### src/rtl/pirq_pkg.sv
package pirq_pkg;

  // Rate code meaning: 00 /1, 01 /2, 10 /4, 11 /mode-specific top divisor
  typedef enum logic [1:0] {
    RATE_DIV1 = 2'b00,
    RATE_DIV2 = 2'b01,
    RATE_DIV4 = 2'b10,
    RATE_DTOP = 2'b11
  } rate_code_e;

  typedef enum logic {
    SRC_FRC  = 1'b0,
    SRC_PRES = 1'b1
  } tick_src_e;

  // Shift amount selected by a rate code, given the mode's top shift
  function automatic int unsigned code_shift(input int unsigned code,
                                             input int unsigned top_sh);
    return (code == 3) ? top_sh : code;
  endfunction

endpackage

### src/rtl/pirq_frc.sv
// Free-running counter; emits a one-cycle tap each time it wraps.
module pirq_frc #(
  parameter int unsigned FRC_W = 15
) (
  input  logic clk,
  input  logic rst,
  input  logic adv_en,
  output logic tap
);
  logic [FRC_W-1:0] cnt_q;

  always_ff @(posedge clk) begin
    if (rst)         cnt_q <= '0;
    else if (adv_en) cnt_q <= cnt_q + 1'b1;
  end

  assign tap = adv_en && (&cnt_q);
endmodule

### src/rtl/pirq_div.sv
// Power-of-two tick divider. The terminal count is chosen per tick, so a
// rate change applies at the next tick and never clears the count.
module pirq_div
  import pirq_pkg::*;
#(
  parameter int unsigned STD_TOP_SH = 3,
  parameter int unsigned ALT_TOP_SH = 6,
  localparam int unsigned MAX_SH = (ALT_TOP_SH > STD_TOP_SH) ? ALT_TOP_SH : STD_TOP_SH,
  localparam int unsigned CNT_W  = (MAX_SH > 0) ? MAX_SH : 1
) (
  input  logic       clk,
  input  logic       rst,
  input  logic       tick,
  input  logic       alt_mode,
  input  logic [1:0] rate_sel,
  output logic       timeout
);
  logic [CNT_W-1:0] term_std [4];
  logic [CNT_W-1:0] term_alt [4];
  logic [CNT_W-1:0] term;
  logic [CNT_W-1:0] cnt_q;
  logic             at_term;

  for (genvar g = 0; g < 4; g++) begin : g_term
    localparam int unsigned SH_S = code_shift(g, STD_TOP_SH);
    localparam int unsigned SH_A = code_shift(g, ALT_TOP_SH);
    assign term_std[g] = CNT_W'((64'd1 << SH_S) - 64'd1);
    assign term_alt[g] = CNT_W'((64'd1 << SH_A) - 64'd1);
  end

  always_comb begin
    if (tick_src_e'(alt_mode) == SRC_PRES) term = term_alt[rate_sel];
    else                                   term = term_std[rate_sel];
  end

  // ">=" lets a count already past a smaller new terminal expire at once
  assign at_term = (cnt_q >= term);
  assign timeout = tick && at_term;

  always_ff @(posedge clk) begin
    if (rst)          cnt_q <= '0;
    else if (timeout) cnt_q <= '0;
    else if (tick)    cnt_q <= cnt_q + 1'b1;
  end
endmodule

### src/rtl/pirq_flag.sv
// Timeout flag with timeout-over-clear priority and a gated request level.
module pirq_flag (
  input  logic clk,
  input  logic rst,
  input  logic set_pulse,
  input  logic clr_pulse,
  input  logic irq_en,
  output logic flag,
  output logic irq
);
  always_ff @(posedge clk) begin
    if (rst)            flag <= 1'b0;
    else if (set_pulse) flag <= 1'b1;
    else if (clr_pulse) flag <= 1'b0;
  end

  assign irq = flag && irq_en;
endmodule

### src/rtl/periodic_irq_gen.sv
module periodic_irq_gen
  import pirq_pkg::*;
#(
  parameter int unsigned FRC_W      = 15,
  parameter int unsigned STD_TOP_SH = 3,
  parameter int unsigned ALT_TOP_SH = 6
) (
  input  logic       clk,
  input  logic       rst,
  input  logic       pll_mode,
  input  logic       sys_tick_en,
  input  logic       presc_uflow,
  input  logic [1:0] rate_sel,
  input  logic       irq_en,
  input  logic       flag_clr,
  output logic       tmo_flag,
  output logic       irq_req
);
  logic frc_tap;
  logic div_tick;
  logic div_tmo;

  pirq_frc #(.FRC_W(FRC_W)) frc_i (
    .clk    (clk),
    .rst    (rst),
    .adv_en (sys_tick_en),
    .tap    (frc_tap)
  );

  always_comb begin
    unique case (tick_src_e'(pll_mode))
      SRC_PRES: div_tick = presc_uflow;
      default:  div_tick = frc_tap;
    endcase
  end

  pirq_div #(.STD_TOP_SH(STD_TOP_SH), .ALT_TOP_SH(ALT_TOP_SH)) div_i (
    .clk      (clk),
    .rst      (rst),
    .tick     (div_tick),
    .alt_mode (pll_mode),
    .rate_sel (rate_sel),
    .timeout  (div_tmo)
  );

  pirq_flag flag_i (
    .clk       (clk),
    .rst       (rst),
    .set_pulse (div_tmo),
    .clr_pulse (flag_clr),
    .irq_en    (irq_en),
    .flag      (tmo_flag),
    .irq       (irq_req)
  );
endmodule

### config.mk
export PLATFORM = sky130hd
export DESIGN_NAME = periodic_irq_gen
export DESIGN_NICKNAME = d
export VERILOG_FILES = /design/src/rtl/pirq_pkg.sv /design/src/rtl/pirq_frc.sv /design/src/rtl/pirq_div.sv /design/src/rtl/pirq_flag.sv /design/src/rtl/periodic_irq_gen.sv
export SDC_FILE = /design/constraint.sdc
export NUM_CORES = 1
export LEC_CHECK = 0
export ABC_AREA = 1
export BUFFER_PORTS_ARGS = -buffer_cell sky130_fd_sc_hd__buf_2
export CORE_MARGIN = 3
export CORE_UTILIZATION = 50
export DETAILED_ROUTE_END_ITERATION = 10
export PLACE_DENSITY_LB_ADDON = 0.1
export RECOVER_POWER = 25
export SKIP_CTS_REPAIR_TIMING = 1
export SYNTH_ARGS = -nofsm -noshare
export SYNTH_HDL_FRONTEND = slang
export SYNTH_SLANG_ARGS = --single-unit
### constraint.sdc
create_clock -name clk -period 1.55 [get_ports clk]
set_input_delay 0.31 -clock clk [delete_from_list [all_inputs] [get_ports clk]]
set_output_delay 0.31 -clock clk [all_outputs]
set_load 0.01 [all_outputs]
==> impl_metrics.ini <==
[clock_network]
clk_pin_slew_ns = 0.12
clk_path_buf_depth = 2
clk_latency_ns = 0.30
cts-root-buf = clkbuf_4
htreeDepth = 1
cts_buffers = 3
cts_tree = yes
cts_sinks = 22

[sta]
fin_crit_sh_pct = 93.3
worst_pin_slew_ns = 0.424
setup_viol = 0
hold_viol_final = 0
slew_headroom_pct = 71.7
clock.fmax_mhz = 692
fin_ws_ns = 0.104
fin_skew_ns = 0.00108
finalCriticalPeriod_ns = 1.45
drv_slew = 0

[grt]
grt_first_pass_wirelength_um = 4230
grt_overflow = 0
grt_pass1_vias = 1062
grt_use_total_pct = 16.2
antenna_found_initial = 0
grt_max_degree = 13

[setup_path]
start_kind = register
path_class = reg -> reg
ff2ff_path_depth = 8
cp.arrival_ns = 1.65
critical_path.max_fanout = 7
cp-end-kind = register
crit_required_ns = 1.76

[synth]
synth_top_cell_by_area = dfxtp_1
synth.most_common_cell = nand2_1
ys_types = 28
synth.cells.most_frequent = nand2_1 (39), inv_1 (25), dfxtp_1 (22)
ys_seq_area_share_pct = 34.3
syn_area_sq_um = 1280
synthCells = 178
synthFlopType = dfxtp_1
synth_seq_cells = 22
synth_warnings = 0
async_reset_ff_share_pct = 0
syn_area_per_cell_sq_um = 7.22
synth_nets = 195
synth_edf_count = 0
netlist_top_cells_area = dfxtp_1 (34%), nand2_1 (11%), ha_1 (7.8%)
yosys.area.top_type_share_pct = 34.3

[power_and_ir_drop]
sw_frac_of_total_pct = 23.7
power_frac_seq_pct = 58.4
irDropWorstVdd_v = 0.000553
clkPwrFrac_pct = 31.1
total_power_uw = 995
power.internal_uw = 760
p_per_area_nw_per_um2 = 684
comb_power_share_pct = 10.5
cellLeakagePower_nw = 0.671
p_sw_uw = 235

[die]
ioPinCount = 11
dieWidth_um = 56.7
core_sq_um = 2320
dieArea_sq_um = 3210
row_count = 17
initial_utilization_pct = 55.4
die_height_um = 56.7

[placement]
place_ws_ns = -0.141
io_buffers = 10
detailed_place.area_sq_um = 1400
place_congestion = 0.865
dp_hpwl_um = 1960

[detailed_routing]
wl_um = 2490
drc = 0
ant_nets = 0
firstDrtPassIters = 4
drt_iter0_drc = 20
avgViaCountPerCell = 4.96
wl_per_cell_um = 11.0
vias = 1122

[worst_hold_path]
hp-class = in -> reg
holdPathStages = 4

[layout]
nets = 216
drive_gt1_share_pct = 20.2
antenna_cells = 0
syn_to_final_growth_pct = 13.2
fin_area_sq_um = 1460

[run_status]
status = completed

[run]
cap_violations = 0
## layer usage
metal / track usage (%) / wire length, um
met5: 0 / 0
met1: 19.3 / 1150
met2: 29.2 / 1230
met3: 2.07 / 64
met4: 6.10 / 38
## cells in the final DEF, fill, tap and decap left out
cell type   n
nand4_2     1
o21ai_1     3
a31oi_1     1
clkbuf_1    1
nand3_2     1
nor2_4      3
a21oi_2     1
inv_1      25
clkbuf_8    1
a21oi_1    13
clkinv_1    1
nor2_1     14
nand3_1    15
nor3b_1     2
o21a_1      1
clkbuf_4    3
nand3_4     1
dfxtp_1    21
nand4_1     2
xnor2_1     2
buf_2       9
inv_2       1
a21o_1      1
nand2_1    39
ha_1        8
nor3_1      2
xor2_1      2
nand2_4     3
nor2_2      7
dfxtp_2     1
buf_4       7
o21ai_0     5
or2_2       1
## sequential cells by signal, summed over array words and instances (netlist names)
signal	count
div_i.cnt_q	6
flag_i.flag	1
frc_i.cnt_q	15
## path summary, 6_finish.rpt
kind | end | slack (ns) | from
setup / recovery | div_i.cnt_q[2] | 0.10 | frc_i.cnt_q[0]
hold / removal | flag_i.flag | 0.26 | flag_clr
setup reg to reg | div_i.cnt_q[2] | 0.10 | frc_i.cnt_q[0]
hold reg to reg | frc_i.cnt_q[6] | 0.49 | frc_i.cnt_q[6]
## power by group through the flow
stage | clock (mW) | sequential (mW) | combinational, mW
6_report | 0.309 | 0.581 | 0.105
5_1_grt | 0.337 | 0.582 | 0.120
3_3_place_gp | 0 | 0.593 | 0.102
4_1_cts | 0.325 | 0.580 | 0.106
3_5_place_dp | 0 | 0.593 | 0.105
2_1_floorplan | 0 | 0.594 | 0.0630
## worst max-delay path, stage by stage (launching register included)
cell	delay [ns]
dfxtp_2	0.36
ha_1	0.17
nand3_1	0.13
nor2_4	0.18
nand3_4	0.13
nand2_4	0.13
nand2_4	0.07
nand2_4	0.11
nor2_2	0.06
## cell type report
class	count	area [sq um]
Tap cell	28	35.0
Timing Repair Buffer	17	101
Fill cell	229	863
Sequential cell	22	442
Inverter	27	101
Multi-Input combinational cell	128	739
Clock buffer	4	36.3
## logic make-up after synthesis
logic type / Yosys count / share of synthesized area [%]
AO/OA/AOI/OAI: 25 / 10.5
AND/OR/NAND/NOR: 91 / 36.5
buffers and inverters: 28 / 8.18
flip-flops: 22 / 34.3
adder cells (fa/ha/maj): 8 / 7.79
XOR/XNOR: 4 / 2.73
## per-stage QoR
stage | hold WS [ns] | cells | util, % | setup TNS (ns)
after floorplan | 0.372 | 178 | - | 0
after global placement | 0.456 | 220 | 60.6 | -0.608
after detailed placement | 0.472 | 220 | 60.6 | -0.847
after CTS | 0.257 | 224 | 62.1 | 0
after global routing | 0.279 | 226 | 62.8 | -0.0368
final | 0.265 | 226 | 62.8 | 0
(Power assumes the default switching activity.)
